**config.mk**
```make
export PLATFORM = sky130hd
export DESIGN_NAME = guard_timer
export DESIGN_NICKNAME = d
export VERILOG_FILES = /design/src/rtl/guard_timer_pkg.sv /design/src/rtl/guard_timer_regs.sv /design/src/rtl/guard_timer_prescale.sv /design/src/rtl/guard_timer_count.sv /design/src/rtl/guard_timer_pulse.sv /design/src/rtl/guard_timer.sv
export SDC_FILE = /design/constraint.sdc
export NUM_CORES = 1
export LEC_CHECK = 0
export CORE_ASPECT_RATIO = 0.75
export CORE_MARGIN = 5
export CORE_UTILIZATION = 31
export CTS_BUF_LIST = sky130_fd_sc_hd__clkbuf_8 sky130_fd_sc_hd__clkbuf_16
export CTS_CLUSTER_DIAMETER = 50
export DETAILED_ROUTE_END_ITERATION = 16
export GPL_TIMING_DRIVEN = 0
export SLEW_MARGIN = 0
export SYNTH_ARGS = -nofsm -noshare
export SYNTH_HDL_FRONTEND = slang
export SYNTH_SLANG_ARGS = --single-unit
```
**constraint.sdc**
```tcl
create_clock -name clk -period 3.44 [get_ports clk]
set_input_delay 0.344 -clock clk [delete_from_list [all_inputs] [get_ports clk]]
set_output_delay 0.344 -clock clk [all_outputs]
set_load 0.01 [all_outputs]
```
**src/rtl/guard_timer_pkg.sv**
```systemverilog
// Package: shared register selects, key constants and register layouts for
// the keyed watchdog. Assumes a 32-bit bus data path.
package guard_timer_pkg;

    localparam int unsigned RELOAD_W = 12;

    typedef enum logic [1:0] {
        SEL_SETUP  = 2'd0,
        SEL_TIMING = 2'd1,
        SEL_KICK   = 2'd2,
        SEL_STATUS = 2'd3
    } reg_sel_e;

    localparam logic [11:0] SETUP_KEY  = 12'hABC;
    localparam logic [17:0] TIMING_KEY = 18'h00248;
    localparam logic [31:0] KICK_CODE  = 32'h0000_1999;

    typedef struct packed {
        logic [1:0] plen;
        logic       irq_en;
        logic       rst_en;
        logic       arm;
    } setup_t;

    typedef struct packed {
        logic [RELOAD_W-1:0] reload;
        logic [1:0]          psel;
    } timing_t;

endpackage

```
**src/rtl/guard_timer_regs.sv**
```systemverilog
// Register file: decodes the bus, checks the per-register keys and the
// restart code, and muxes read data. Assumes single-cycle write strobes and
// that COUNT_W fits in status bits 31:8.
module guard_timer_regs
    import guard_timer_pkg::*;
#(
    parameter int unsigned ADDR_W  = 4,
    parameter int unsigned COUNT_W = 24
) (
    input  logic               clk,
    input  logic               rst_n,
    input  logic               bus_wr,
    input  logic [ADDR_W-1:0]  bus_addr,
    input  logic [31:0]        bus_wdata,
    input  logic [COUNT_W-1:0] count,
    input  logic               expired,
    output logic [31:0]        bus_rdata,
    output setup_t             setup_q,
    output timing_t            timing_q,
    output logic               kick
);

    reg_sel_e sel;
    logic     setup_ok;
    logic     timing_ok;
    logic [31:0] status_word;

    // Register select from word address bits.
    assign sel       = reg_sel_e'(bus_addr[3:2]);
    assign setup_ok  = bus_wr && (sel == SEL_SETUP)  && (bus_wdata[23:12] == SETUP_KEY);
    assign timing_ok = bus_wr && (sel == SEL_TIMING) && (bus_wdata[31:14] == TIMING_KEY);
    assign kick      = bus_wr && (sel == SEL_KICK)   && (bus_wdata == KICK_CODE);

    // Setup register: keyed update.
    always_ff @(posedge clk) begin
        if (!rst_n) begin
            setup_q <= '0;
        end else if (setup_ok) begin
            setup_q <= '{plen: bus_wdata[5:4], irq_en: bus_wdata[2],
                         rst_en: bus_wdata[1], arm: bus_wdata[0]};
        end
    end

    // Timing register: keyed update.
    always_ff @(posedge clk) begin
        if (!rst_n) begin
            timing_q <= '0;
        end else if (timing_ok) begin
            timing_q <= '{reload: bus_wdata[13:2], psel: bus_wdata[1:0]};
        end
    end

    // Status word: flag in bit 0, live count from bit 8.
    always_comb begin
        status_word = '0;
        status_word[0] = expired;
        status_word[8 +: COUNT_W] = count;
    end

    // Read mux with key fields returned as zero.
    always_comb begin
        unique case (sel)
            SEL_SETUP:  bus_rdata = {26'd0, setup_q.plen, 1'b0, setup_q.irq_en,
                                     setup_q.rst_en, setup_q.arm};
            SEL_TIMING: bus_rdata = {18'd0, timing_q.reload, timing_q.psel};
            SEL_KICK:   bus_rdata = '0;
            default:    bus_rdata = status_word;
        endcase
    end


    setup_hold_chk: assert property (@(posedge clk) disable iff (!rst_n)
        !(bus_wr && (sel == SEL_SETUP)) |=> $stable(setup_q));


    timing_hold_chk: assert property (@(posedge clk) disable iff (!rst_n)
        !(bus_wr && (sel == SEL_TIMING)) |=> $stable(timing_q));

endmodule

```
**src/rtl/guard_timer_prescale.sv**
```systemverilog
// Prescaler: produces one tick every 2^(STEP_LOG2*(psel+1)) clocks while
// run is high. Its phase restarts on clear or whenever run is low.
module guard_timer_prescale #(
    parameter int unsigned STEP_LOG2 = 3,
    parameter int unsigned PRE_W     = STEP_LOG2 * 4
) (
    input  logic       clk,
    input  logic       rst_n,
    input  logic       run,
    input  logic       clear,
    input  logic [1:0] psel,
    output logic       tick
);

    logic [PRE_W-1:0] pre;
    logic [PRE_W-1:0] lim;

    // Terminal count for the selected division ratio.
    assign lim  = PRE_W'((32'd1 << (STEP_LOG2 * (32'(psel) + 32'd1))) - 32'd1);
    assign tick = run && !clear && (pre >= lim);

    // Phase counter.
    always_ff @(posedge clk) begin
        if (!rst_n) begin
            pre <= '0;
        end else if (clear || !run || (pre >= lim)) begin
            pre <= '0;
        end else begin
            pre <= pre + 1'b1;
        end
    end


    tick_gap_chk: assert property (@(posedge clk) disable iff (!rst_n)
        tick |=> !tick);

endmodule

```
**src/rtl/guard_timer_count.sv**
```systemverilog
// Down-counter and sticky expiry flag. A restart loads reload scaled by
// 2^SCALE_LOG2 and takes priority over expiry and decrement.
module guard_timer_count #(
    parameter int unsigned RELOAD_W   = 12,
    parameter int unsigned SCALE_LOG2 = 12,
    parameter int unsigned COUNT_W    = RELOAD_W + SCALE_LOG2
) (
    input  logic                clk,
    input  logic                rst_n,
    input  logic                arm,
    input  logic                kick,
    input  logic                tick,
    input  logic [RELOAD_W-1:0] reload,
    output logic [COUNT_W-1:0]  count,
    output logic                expired,
    output logic                expire_evt
);

    assign expire_evt = arm && (count == '0) && !expired && !kick;

    // Counter load and decrement.
    always_ff @(posedge clk) begin
        if (!rst_n) begin
            count <= '0;
        end else if (kick) begin
            count <= {reload, {SCALE_LOG2{1'b0}}};
        end else if (tick && (count != '0)) begin
            count <= count - 1'b1;
        end
    end

    // Sticky expiry flag.
    always_ff @(posedge clk) begin
        if (!rst_n) begin
            expired <= 1'b0;
        end else if (kick) begin
            expired <= 1'b0;
        end else if (expire_evt) begin
            expired <= 1'b1;
        end
    end


    kick_load_chk: assert property (@(posedge clk) disable iff (!rst_n)
        kick |=> (count == {$past(reload), {SCALE_LOG2{1'b0}}}) && !expired);


    zero_hold_chk: assert property (@(posedge clk) disable iff (!rst_n)
        (expired && !kick) |=> (count == '0));


    idle_stable_chk: assert property (@(posedge clk) disable iff (!rst_n)
        (!arm && !kick) |=> $stable(count) && $stable(expired));

endmodule

```
**src/rtl/guard_timer_pulse.sv**
```systemverilog
// Reset pulse generator: on fire, drives pulse high for 2^(plen+1) cycles.
// Assumes fire is a single-cycle strobe.
module guard_timer_pulse #(
    parameter int unsigned LEN_W = 5
) (
    input  logic       clk,
    input  logic       rst_n,
    input  logic       fire,
    input  logic [1:0] plen,
    output logic       pulse
);

    logic [LEN_W-1:0] left;
    logic [LEN_W-1:0] run_len;

    assign pulse = (left != '0);

    // Remaining pulse cycles.
    always_ff @(posedge clk) begin
        if (!rst_n) begin
            left <= '0;
        end else if (fire) begin
            left <= LEN_W'(2) << plen;
        end else if (left != '0) begin
            left <= left - 1'b1;
        end
    end

    // Checker: length of the current high run.
    always_ff @(posedge clk) begin
        if (!rst_n || !pulse) begin
            run_len <= '0;
        end else if (run_len != '1) begin
            run_len <= run_len + 1'b1;
        end
    end


    pulse_start_chk: assert property (@(posedge clk) disable iff (!rst_n)
        $rose(pulse) |-> $past(fire));


    pulse_len_chk: assert property (@(posedge clk) disable iff (!rst_n)
        pulse |-> (run_len < LEN_W'(16)));

endmodule

```
**src/rtl/guard_timer.sv**
```systemverilog
// Keyed watchdog top: register file, prescaler, counter and reset pulse.
// Assumes a synchronous active-low reset and single-cycle bus writes.
module guard_timer
    import guard_timer_pkg::*;
#(
    parameter int unsigned ADDR_W     = 4,
    parameter int unsigned SCALE_LOG2 = 12,
    parameter int unsigned STEP_LOG2  = 3
) (
    input  logic              clk,
    input  logic              rst_n,
    input  logic              bus_wr,
    input  logic [ADDR_W-1:0] bus_addr,
    input  logic [31:0]       bus_wdata,
    output logic [31:0]       bus_rdata,
    output logic              wdt_rst,
    output logic              wdt_irq
);

    localparam int unsigned COUNT_W = RELOAD_W + SCALE_LOG2;

    setup_t             setup_q;
    timing_t            timing_q;
    logic               kick;
    logic               tick;
    logic               expired;
    logic               expire_evt;
    logic [COUNT_W-1:0] count;

    guard_timer_regs #(.ADDR_W(ADDR_W), .COUNT_W(COUNT_W)) u_regs (
        .clk(clk), .rst_n(rst_n), .bus_wr(bus_wr), .bus_addr(bus_addr),
        .bus_wdata(bus_wdata), .count(count), .expired(expired),
        .bus_rdata(bus_rdata), .setup_q(setup_q), .timing_q(timing_q), .kick(kick)
    );

    guard_timer_prescale #(.STEP_LOG2(STEP_LOG2)) u_pre (
        .clk(clk), .rst_n(rst_n), .run(setup_q.arm && (count != '0)),
        .clear(kick), .psel(timing_q.psel), .tick(tick)
    );

    guard_timer_count #(.RELOAD_W(RELOAD_W), .SCALE_LOG2(SCALE_LOG2)) u_cnt (
        .clk(clk), .rst_n(rst_n), .arm(setup_q.arm), .kick(kick), .tick(tick),
        .reload(timing_q.reload), .count(count), .expired(expired),
        .expire_evt(expire_evt)
    );

    guard_timer_pulse u_pulse (
        .clk(clk), .rst_n(rst_n), .fire(expire_evt && setup_q.rst_en),
        .plen(setup_q.plen), .pulse(wdt_rst)
    );

    // Interrupt level follows the sticky flag.
    assign wdt_irq = expired && setup_q.irq_en;


    irq_flag_chk: assert property (@(posedge clk) disable iff (!rst_n)
        wdt_irq |-> expired);

endmodule

```
Word level (Yosys, flattened, before mapping). Index checks and enable logic that the tools add are counted.

Logic and storage cells: 59. Input port bits: 39. Bits in latches: 0. Bits in registers: 61. Output and inout bits: 34. Memories: 0. Memory bits (read-only): 0. Memory bits (writable): 0.

Reduce and logical (&&, ||, !) cells: 28. Multipliers: 1. Divide/modulo/power cells: 0. Magnitude comparators: 1. Equal/unequal tests: 5. Mux-type cells: 5. Bitwise gates (word level): 1. Shift operators: 2. Add/subtract/negate cells: 5.

Operators by type and width (count): 32-bit case mux with 3 select lines (1); 24-bit 2-to-1 mux (2); 32-bit by 13-bit == test with 1-bit output (second input constant) (1); 2-bit by 32-bit multiplier with 32-bit output (first input constant) (1); 1-bit by 32-bit left shift with 12-bit output (first input constant) (1); 24-bit zero test (1); 24-bit nonzero test (1); 24-bit by 1-bit subtractor with 24-bit output (second input constant) (1); 18-bit by 10-bit == test with 1-bit output (second input constant) (1); 1-bit logical AND (15); 12-bit by 1-bit adder with 12-bit output (second input constant) (1); 12-bit == test (second input constant) (1); 12-bit >= comparator (1); 12-bit by 1-bit subtractor with 12-bit output (second input constant) (1); 5-bit 2-to-1 mux (2); 5-bit nonzero test (1); 2-bit by 2-bit left shift with 5-bit output (first input constant) (1); 5-bit by 1-bit subtractor with 5-bit output (second input constant) (1); 2-bit nonzero test (2); 2-bit OR reduction (2); 2-bit by 1-bit adder with 3-bit output (second input constant) (1); 1-bit zero test (3); 2-bit by 1-bit == test with 1-bit output (second input constant) (1); 2-bit == test (second input constant) (1); 3 further kinds (4).

Depth between registers and ports, before layout. Gate-level depths: netlist of run 1.

Depth in word-level cells: 9. Gate-level depth with buffers: 16. Depth with buffers taken out: 15.

Cells and area by module. From an unflattened synthesis of run 1, not the netlist that was laid out.

Cells, all modules: 452. Area, all modules: 3896.2 um^2.

By module, submodules not included: guard_timer_count (times used 1, sequential area each 500.5 um^2, area each 1426.4 um^2, cells each 160); guard_timer_regs (times used 1, sequential area each 380.4 um^2, area each 1212.4 um^2, cells each 147); guard_timer_prescale (times used 1, sequential area each 240.2 um^2, area each 889.6 um^2, cells each 101); guard_timer_pulse (times used 1, sequential area each 100.1 um^2, area each 294.0 um^2, cells each 33); guard_timer (times used 1, sequential area each 0.0 um^2, area each 73.8 um^2, cells each 11).

Worst setup path before layout of run 1. Ideal clock, no wire load.

Kind: flip-flop to flip-flop. From: register u_regs.timing_q[1] (netlist name). To: register u_cnt.count[13]. Buffers on the path: 1. Setup time: 0.131 ns. Setup slack: -0.103 ns. Clock period less this slack: 3.543 ns. Stages on the path, launching flop included: 17. Required time: 3.309 ns. Arrival time: 3.412 ns. Cell sequence: dfxtp_1 > inv_1 > ha_1 > nor2_1 > nand2_1 > or3_1 > ha_1 > xor2_1 > ha_1 > a21o_1 > a31oi_1 > o21ai_1 > a2111oi_2 > clkbuf_1 > nor4_1 > xnor2_1 > a21oi_1.

Longest elaborated chain between the ends: 8.

Ends and longest elaborated chain: 2-bit by 1-bit adder with 3-bit output (line guard_timer_prescale.sv:19) `assign lim = PRE_W'((32'd1 << (STEP_LOG2 * (32'(psel) + 32'd1))) - 32'd1);`; 2-bit by 32-bit multiplier with 32-bit output (line guard_timer_prescale.sv:19); 1-bit by 32-bit left shift with 12-bit output (line guard_timer_prescale.sv:19); 12-bit by 1-bit subtractor with 12-bit output (line guard_timer_prescale.sv:19); 12-bit >= comparator (line guard_timer_prescale.sv:20) `assign tick = run && !clear && (pre >= lim);`; 1-bit logical AND (line guard_timer_prescale.sv:20); 1-bit logical AND (line guard_timer_count.sv:27) `end else if (tick && (count != '0)) begin`; 2-bit nonzero test (no source line); end signal, assigned (line guard_timer_count.sv:26) `count <= {reload, {SCALE_LOG2{1'b0}}};`; end signal, assigned (line guard_timer_count.sv:28) `count <= count - 1'b1;`; end, declared (line guard_timer_count.sv:14) `output logic [COUNT_W-1:0] count,`.

Every way passes these cells. A chain may end at the register's enable or synchronous reset.

Final worst setup path of run 1.
From: register u_regs.timing_q[0] (netlist name). To: register u_cnt.count[7].

Longest elaborated chain between the ends: 7.

Ends and longest elaborated chain (line): 2-bit by 1-bit adder with 3-bit output (guard_timer_prescale.sv:19); 2-bit by 32-bit multiplier with 32-bit output (guard_timer_prescale.sv:19); 1-bit by 32-bit left shift with 12-bit output (guard_timer_prescale.sv:19); 12-bit by 1-bit subtractor with 12-bit output (guard_timer_prescale.sv:19); 12-bit >= comparator (guard_timer_prescale.sv:20); 1-bit logical AND (guard_timer_prescale.sv:20); 1-bit logical AND (guard_timer_count.sv:27).

Every way passes these cells.

==> results of run 1 <==
routing by layer:
metal | global-route usage [%] | part of all wire (%) | up-vias | wire length, microns
met3 | 4.14 | 5.3 | 18 | 630
met2 | 25.2 | 45 | 106 | 5430
met1 | 21.5 | 48 | 1737 | 5680
li1 | - | - | 1742 | -
met5 | 0 | 0 | - | 0
met4 | 5.22 | 1.6 | 0 | 191
final cells by class:
type,count,area (sq um)
Buffer,20,143
Clock buffer,10,239
Clock inverter,4,42.5
Fill cell,1204,6640
Inverter,12,57.6
Multi-Input combinational cell,341,2730
Sequential cell,61,1230
Tap cell,166,208
Timing Repair Buffer,88,887
placed cells by master (no fill, tap or decap), types with 8 or more instances in the layout:
cell             count
mux2i_1             29
xnor2_1             25
a21oi_1             13
nand2_1             19
ha_1                18
nor2_1              31
dfxtp_1             59
clkbuf_1            10
xor2_1               8
nor2b_1             29
o21ai_0              9
clkdlybuf4s50_1     70
inv_1               12
nor3_1              15
and3_1              25
or3_1                8
nand3_1             11
buf_4               10
clkbuf_16           10
kinds of logic after synthesis:
| logic type | count (synthesis) |
|---|---|
| AO/OA/AOI/OAI | 47 |
| XOR/XNOR | 33 |
| adder cells (fa/ha/maj) | 24 |
| buffers and inverters | 32 |
| flip-flops | 61 |
| multiplexers | 29 |
| AND/OR/NAND/NOR | 208 |
flip-flops by register name, summed over array words and instances, names as in the netlist:
signal and count:
u_regs.setup_q 5, u_pre.pre 12, u_pulse.left 5, u_cnt.count 24
u_regs.timing_q 14, u_cnt.expired 1
power by group through the flow:
stage / Sequential (uW) / Combinational (uW) / Clock [uW]
after floorplan: 769 / 200 / 0
after global placement: 774 / 306 / 0
after detailed placement: 774 / 309 / 0
after CTS: 758 / 308 / 898
after global routing: 765 / 343 / 932
final: 759 / 304 / 883
final timing paths:
path | start | endpoint | slack [ns] | cells past startpoint
max | u_regs.timing_q[0]$_SDFFE_PN0P_ | u_cnt.count[7]$_SDFFE_PP0P_ | -0.04 | 18
max reg2reg | u_regs.timing_q[0]$_SDFFE_PN0P_ | u_cnt.count[7]$_SDFFE_PP0P_ | -0.04 | 18
min reg2reg | u_pre.pre[0]$_SDFF_PP0_ | u_pre.pre[0]$_SDFF_PP0_ | 0.49 | 1
min | u_pre.pre[0]$_SDFF_PP0_ | u_pre.pre[0]$_SDFF_PP0_ | 0.49 | 1
through the flow:
stage / worst slack [ns] / utilization [%] / instance area (sq um) / TNS (ns) / hold slack [ns]
after CTS: -0.0269 / 43.4 / 5280 / -0.100 / 0.485
after global placement: -0.581 / 38.8 / 4730 / -15.61 / 0.460
final: -0.0377 / 45.4 / 5530 / -0.0377 / 0.487
after detailed placement: -0.646 / 38.8 / 4730 / -17.89 / 0.473
after global routing: -0.171 / 45.4 / 5530 / -2.21 / 0.513
after floorplan: 0.0186 / - / 3820 / 0 / 0.437
what timing repair did:
action,CTS,global route
cloned,2,1
gates resized for setup,33,44
setup buffers,9,6
pin swaps,11,28
setup endpoints to repair,36,35
==> summary by stage, run 1 <==
Final layout
The post-route netlist has 17.4% of its cells at a drive strength greater than 1. The area growth from synthesis to final layout is 44.8%. The layout net count is about 600.

The number of inserted diodes is 0. Excluding fillers, the count of instances in the completed layout stands at about 700.

Global routing
The initial antenna violation count was 0. The via count of the first global-routing pass came to 3628. The maximum number of pins on one net before global-route repair is 11.

The global-route wire length before repair is roughly 19000 microns. Global routing consumed, over all layers together, 16.0% of the routing resources. The remaining global-route overflow is 0.

STA
Setup violations remaining at the end of the flow were counted as 1. Subtracting the final worst setup slack from the clock period gives between 3 and 4 ns. Across the routed clock network, the largest skew measured is just under 0.009 ns. The worst slew margin relative to its limit is a little over a third.

The number of pins exceeding their max-slew limit in the final report is 0. Setup repair after global routing could not meet its margin everywhere. The worst path setup slack after routing is -0.0377 ns. The hold violation count in the final report is 0. The share of the clock period used by the worst path is 101%. Static timing analysis puts the maximum clock frequency at ~290 MHz. The actual slew at the worst max-slew pin is approximately 0.95 ns.

Logic synthesis
The register bit count reported by yosys is 61. For this run, the register share of the synthesized area comes to 32.0%. The synthesized-area fraction occupied by xor and xnor cells is 7.57%. In this run the mean area of a mapped cell was between 8 and 9 sq um. The dominant combinational cell family by area after synthesis is simple AND/OR/NAND/NOR gates.

dfxtp_1 takes more of the synthesized area than any other cell. The share of the synthesized area in the top cell type is a little under a third. The most instantiated library cell after synthesis is dfxtp_1. After Yosys synthesis, and, or, nand and nor cells account for about a third of the synthesized area.

The number of synthesized flops with an enable pin is 0. The portion of netlist area occupied by mux cells is 7.60%. Yosys attributes the largest share of cell area to dfxtp_1 (32%), ha_1 (7.9%), mux2i_1 (7.6%), xnor2_1 (5.7%), nor2b_1 (4.7%). The primary flip-flop cell chosen by synthesis mapping is dfxtp_1.

Of all flip-flops after synthesis, the portion carrying an async set or reset was 0%. The post-synthesis cell type count is 58. By count the netlist is led by dfxtp_1 (61), nor2_1 (39), mux2i_1 (29), nor2b_1 (29). The post-synthesis cell area is 3820 sq um. The synthesized net count is about 500. Synthesis handed over a netlist of about 430 instances. The area share of fa/ha/maj cells after synthesis is roughly 8%. The share of the synthesized area in compound gates (AO/OA/AOI/OAI) is approximately 7.9%. The Yosys step of the flow raised 0 warnings.

Power and ir drop
Combinational logic burns between 10% and 20% of the power. Of the total power, the clock network draws between 40% and 50%. The reported leakage power is 0.00221 uW. Net switching is between 20% and 30% of the power. The peak supply drop is between 0.2 and 0.25 mV. The switching power is 481 uW.

Power spread over the standard cell area amounts to 352 nW/um^2. The share of power burned in registers is around two fifths. Internal power comes to 1470 uW.

The design draws 1950 uW.

Clock network
Clock tree synthesis found a total of 61 sinks. The root buffer cell chosen for the clock tree is clkbuf_16. The clock-pin slew reported for the worst setup and hold paths after clock tree synthesis is about 0.060 ns. In this run the deepest clock path goes through 2 buffers.

The clock tree from TritonCTS is built. In this run, CTS created clock tree buffers numbering 9. The later pin in the worst-skew pair is clocked with a latency of approximately 0.34 ns.

The H-tree generated during clock tree synthesis spans 3 levels. Buffers inserted to repair hold after CTS numbered 0.

Setup path
The cell seen most often among critical-path stages is buf_6. The top fanout value on the critical path is 7. The critical path class is flop to flop. The worst setup path is captured at a flop. The family with the most delay on the worst path is compound AO/OA/AOI/OAI gates. Counting both buffers and inverters, the worst setup path holds a total of 4. The critical path data required time is around 3.7 ns. The arrival time reported for the critical path endpoint is between 3 and 4 ns.

The signal on the critical path passes through inv_8 > ha_4 > nor2_4 > nand2_2 > or3_4 > ha_4 > xor2_1 > ha_1 > a21o_1 > a31oi_4 > o21ai_2 > a2111oi_4 > buf_6 > or2_4 > buf_6 > buf_6 > o41ai_2 > a21oi_1. STA classifies the critical path startpoint as a flop. The largest incremental delay on the critical path is just over 0.4 ns. The slowest library cell on the worst path is dfxtp_4.

Drt
The number of nets with antenna violations after detailed routing is 0. In the routed design, unresolved DRC markers number 0. The final route contains ~3600 vias. Summed over all layers, the routed wires come to 11900 microns.

The number of DRC markers after the initial detailed-route iteration is 180. The final routed wire length divided by cell count is about 17 microns. The per-cell via count in the routed design is between 5 and 6. The number of iterations in the first detailed-routing pass is 4.

Die
The total area inside the core boundary comes to between 10000 and 15000 sq um. The floorplan die area is 14700 sq um. The initial standard-cell utilization of the core is around a third. The die boundary height is around 110 microns. The number of top-level pins is 73. The number of placement rows is 35. From left edge to right edge, the die measures ~140 microns.

Run status
The checks that failed: setup timing. The run finished, with violations left.

Placed design
The congestion estimate from routability-driven global placement came to ~0.92. Including well taps, the total number of placed cells is between 600 and 700. The port buffer count is 70. The post-detailed-placement half-perimeter wirelength is 8630 microns.

Run
The max-cap check violation count is 0.

Min path
The classification of the worst-slack hold path is flop to flop.
Note: power is estimated with default switching activity, not from simulation.
==> run 2: changes to the inputs <==
Settings changed: CELL_PAD_IN_SITES_DETAIL_PLACEMENT from default to 1, CELL_PAD_IN_SITES_GLOBAL_PLACEMENT from default to 1, CORE_ASPECT_RATIO 0.75 to 1.2, PLACE_DENSITY_LB_ADDON from default to 0.1.
==> run 2 against run 1 <==
Compared with the run above: the run now ends clean; largest cell class unchanged; largest power group unchanged; utilization fell by 1.3 points; total power rose by 1.5%; fmax rose by 2.3%; highest routed layer unchanged.
==> summary by stage, run 2 (synthesis results as in run 1) <==
Final layout
Of the cells placed in the final design, the portion with a size suffix greater than 1 is 14.4%. Counting flops per register, the top entry is u_cnt.count. 0 antenna diodes ended up in the layout. In the final layout, the registers with the most flip-flops are u_cnt.count (24), u_regs.timing_q (14), u_pre.pre (12). The most common library cell in the layout ignoring fill and taps is clkdlybuf4s50_1. The post-layout instance count excluding filler cells is 689. In the layout the commonest cells are clkdlybuf4s50_1 (70), dfxtp_1 (59), nor2_1 (36), mux2i_1 (29), nor2b_1 (29).

The register with the most flip-flops in the layout has 24 of them. The area growth from synthesis to final layout is 40.1%. The area of all placed cells without fillers is 5350 sq um. Counting the fill cells in the layout gives between 1000 and 1500.

The layout net count is between 500 and 600.

Global routing
The remaining global-route overflow is 0. Entering global routing, the biggest net connects 11 pins. In the global route stage, met1 resource usage came out at a little over a fifth. The busiest layer in global routing is met2. The via count of the first global-routing pass is 3759.

The global-route usage over all layers is between 10% and 20%. Global routing used 28.5% of the available met2 tracks. Global routing used between 3 and 4% of the available met3 tracks. The first global-routing pass estimated 19800 microns of wire. The initial antenna violation count is 0.

Power and ir drop
The internal power of the cells totals about 1500 uW. The share of total power dissipated in sequential elements is around two fifths. In this run the static leakage power is approximately 0.0021 uW.

The power share of the combinational group is 16.0%. The power per standard cell area is between 300 and 400 nW/um^2. The total power draw is 1970 uW. Of the total power, the clock network draws a little under half. Of the total power, the share spent switching nets is between 20% and 30%. The peak supply drop is slightly above 0.2 mV.

In this run the power spent charging and discharging nets is approximately 500 uW.

Die
The floorplan step defined a die boundary enclosing 14700 sq um. The die is around 130 microns tall. The area of the core is 12100 sq um. In this run the horizontal extent of the chip is between 100 and 150 microns. The number of top-level pins is between 70 and 80. Row generation in the floorplan step produced 44 rows.

The initial utilization of the core area, before any placement, comes to between 30% and 40%.

Setup path
The top fanout value on the critical path is 6. The critical path endpoint category is a flop. For the worst flop-to-flop path, the logic depth is 15. In this run the critical register-to-register path is launched from u_regs.timing_q[0]$_SDFFE_PN0P_.

Setup slack on the worst reg-to-reg path comes out at about 0.04 ns. The critical path class is flop to flop. The reg-to-reg endpoint is u_cnt.count[12]$_SDFFE_PN0P_. STA classifies the critical path startpoint as a flop. The critical path data required time is between 3 and 4 ns.

The arrival time reported for the critical path endpoint is 3.61 ns.

Min path
The launch point of the worst hold path is u_pre.pre[0]$_SDFF_PP0_. The capture endpoint of the worst hold path is u_pre.pre[0]$_SDFF_PP0_. The classification of the worst-slack hold path is flop to flop. Along the worst hold path, the cell count comes to 1.

STA
The worst clock skew on the final layout is 0.00836 ns. For this run, the top clock speed supported by timing is 294 MHz. The share of the clock period used by the worst path is between 90% and 100%. The worst slew margin relative to its limit is a little under a third. At the pin with the least slew margin, the transition time is roughly 1.0 ns. Setup repair after global routing could not meet its margin everywhere. Setup violations remaining at the end of the flow were counted as 0. The minimum hold slack is between 0.4 and 0.5 ns. The number of pins exceeding their max-slew limit in the final report came to 0.

Counting I/O delays and the setup requirement, the final critical path takes approximately 3.4 ns. The hold violation count in the final report is 0.

Placed design
Port buffering added 70 buffers. The total placed instance area is approximately 4700 sq um. At the end of routability-driven placement, the weighted congestion stood at about 0.81. The total placed cells including tap cells is between 600 and 700. The post-detailed-placement half-perimeter wirelength is slightly above 9000 microns.

Clock network
The clock reaches the later pin of the worst-skew pair after approximately 0.34 ns. The number of buffers between clock root and the deepest sink is 2. The H-tree generated during clock tree synthesis spans 3 levels. In this run the clock root is driven by a clkbuf_16.

The total CTS buffers is 9. The clock-pin slew reported for the worst setup and hold paths after clock tree synthesis is ~0.05 ns. The count of clock tree sinks is 61. The clock tree from TritonCTS is built.

Drt
After detailed routing, the number of remaining DRC violations is 0. The aggregate routed wire length is approximately 12000 microns. The final routed wire length divided by cell count is about 18 microns. The per-cell via count in the routed design is about 5.1.

The number of DRC markers after the initial detailed-route iteration is a little under 100. The number of nets with antenna violations after detailed routing is 0. The first detailed-routing pass took 4 iterations. The via count of the routed design is between 3000 and 4000.

Run status
The flow ran to the end, and the final reports show no timing, DRC or antenna violations.

Run
The max-cap check violation count is 0.
-- run 2: worst max-delay path by stage --
stage / startpoint / end / depth (start not counted)
6_report: u_regs.timing_q[0]$_SDFFE_PN0P_ / u_cnt.count[12]$_SDFFE_PN0P_ / 15
5_1_grt: u_regs.timing_q[0]$_SDFFE_PN0P_ / u_cnt.count[12]$_SDFFE_PN0P_ / 15
4_1_cts: u_regs.timing_q[0]$_SDFFE_PN0P_ / u_cnt.count[12]$_SDFFE_PN0P_ / 16
3_5_place_dp: u_regs.timing_q[1]$_SDFFE_PN0P_ / u_cnt.count[21]$_SDFFE_PN0P_ / 16
3_3_place_gp: u_regs.timing_q[1]$_SDFFE_PN0P_ / u_cnt.count[21]$_SDFFE_PN0P_ / 16
2_1_floorplan: u_regs.timing_q[1]$_SDFFE_PN0P_ / u_cnt.count[13]$_SDFFE_PN0P_ / 16
-- run 2: power groups by stage --
stage / combinational [uW] / clock [uW] / sequential [uW]
after floorplan: 200 / 0 / 769
after global placement: 310 / 0 / 775
after detailed placement: 318 / 0 / 775
after CTS: 319 / 914 / 759
after global routing: 355 / 946 / 763
final: 316 / 900 / 759
-- run 2: through the flow --
step	TNS (ns)	setup slack (ns)	utilization, %
floorplan	0	0.0186	-
global placement	-20.06	-0.697	39.0
detailed placement	-21.01	-0.691	39.0
CTS	-0.0671	-0.0671	43.3
global route	-0.525	-0.0868	44.2
finish	0	0.0404	44.2
-- run 2: worst max-delay path, stage by stage (launching register included) --
cell	delay, ns
dfxtp_4	0.40
inv_8	0.06
ha_4	0.16
ha_4	0.23
or3_4	0.38
ha_4	0.16
xor2_1	0.15
ha_1	0.29
a21o_1	0.17
a31oi_2	0.16
o21ai_2	0.10
a2111oi_4	0.30
buf_6	0.20
or2_4	0.15
nor3_2	0.04
or3_1	0.33
-- run 2: final cells by class --
| cell class | instances | area [sq um] | share of cell area, % |
|---|---|---|---|
| plain buffers | 20 | 134 | 2.50 |
| clock buffers | 11 | 253 | 4.72 |
| clock inverters | 2 | 35.0 | 0.655 |
| inverters | 12 | 55.1 | 1.03 |
| multi-input cells | 341 | 2650 | 49.5 |
| flip-flops and latches | 61 | 1230 | 23.0 |
| well taps | 161 | 201 | 3.76 |
| repair buffers | 81 | 795 | 14.8 |
-- run 2: metal layers --
| metal | vias up | wire length (microns) |
|---|---|---|
| met5 | - | 0 |
| met4 | 0 | 201 |
| met3 | 14 | 629 |
| met2 | 88 | 5900 |
| met1 | 1682 | 5380 |
| li1 | 1738 | - |
-- run 2: timing repair --
| item | 4_1_cts | 5_1_grt |
|---|---|---|
| hold buffers | 0 | 0 |
| pin swaps | 9 | 17 |
| gates cloned | 0 | 1 |
| hold endpoints to repair | 0 | 0 |
| buffers inserted | 9 | 1 |
| endpoints found under the setup margin | 36 | 34 |
| resized for setup | 36 | 18 |
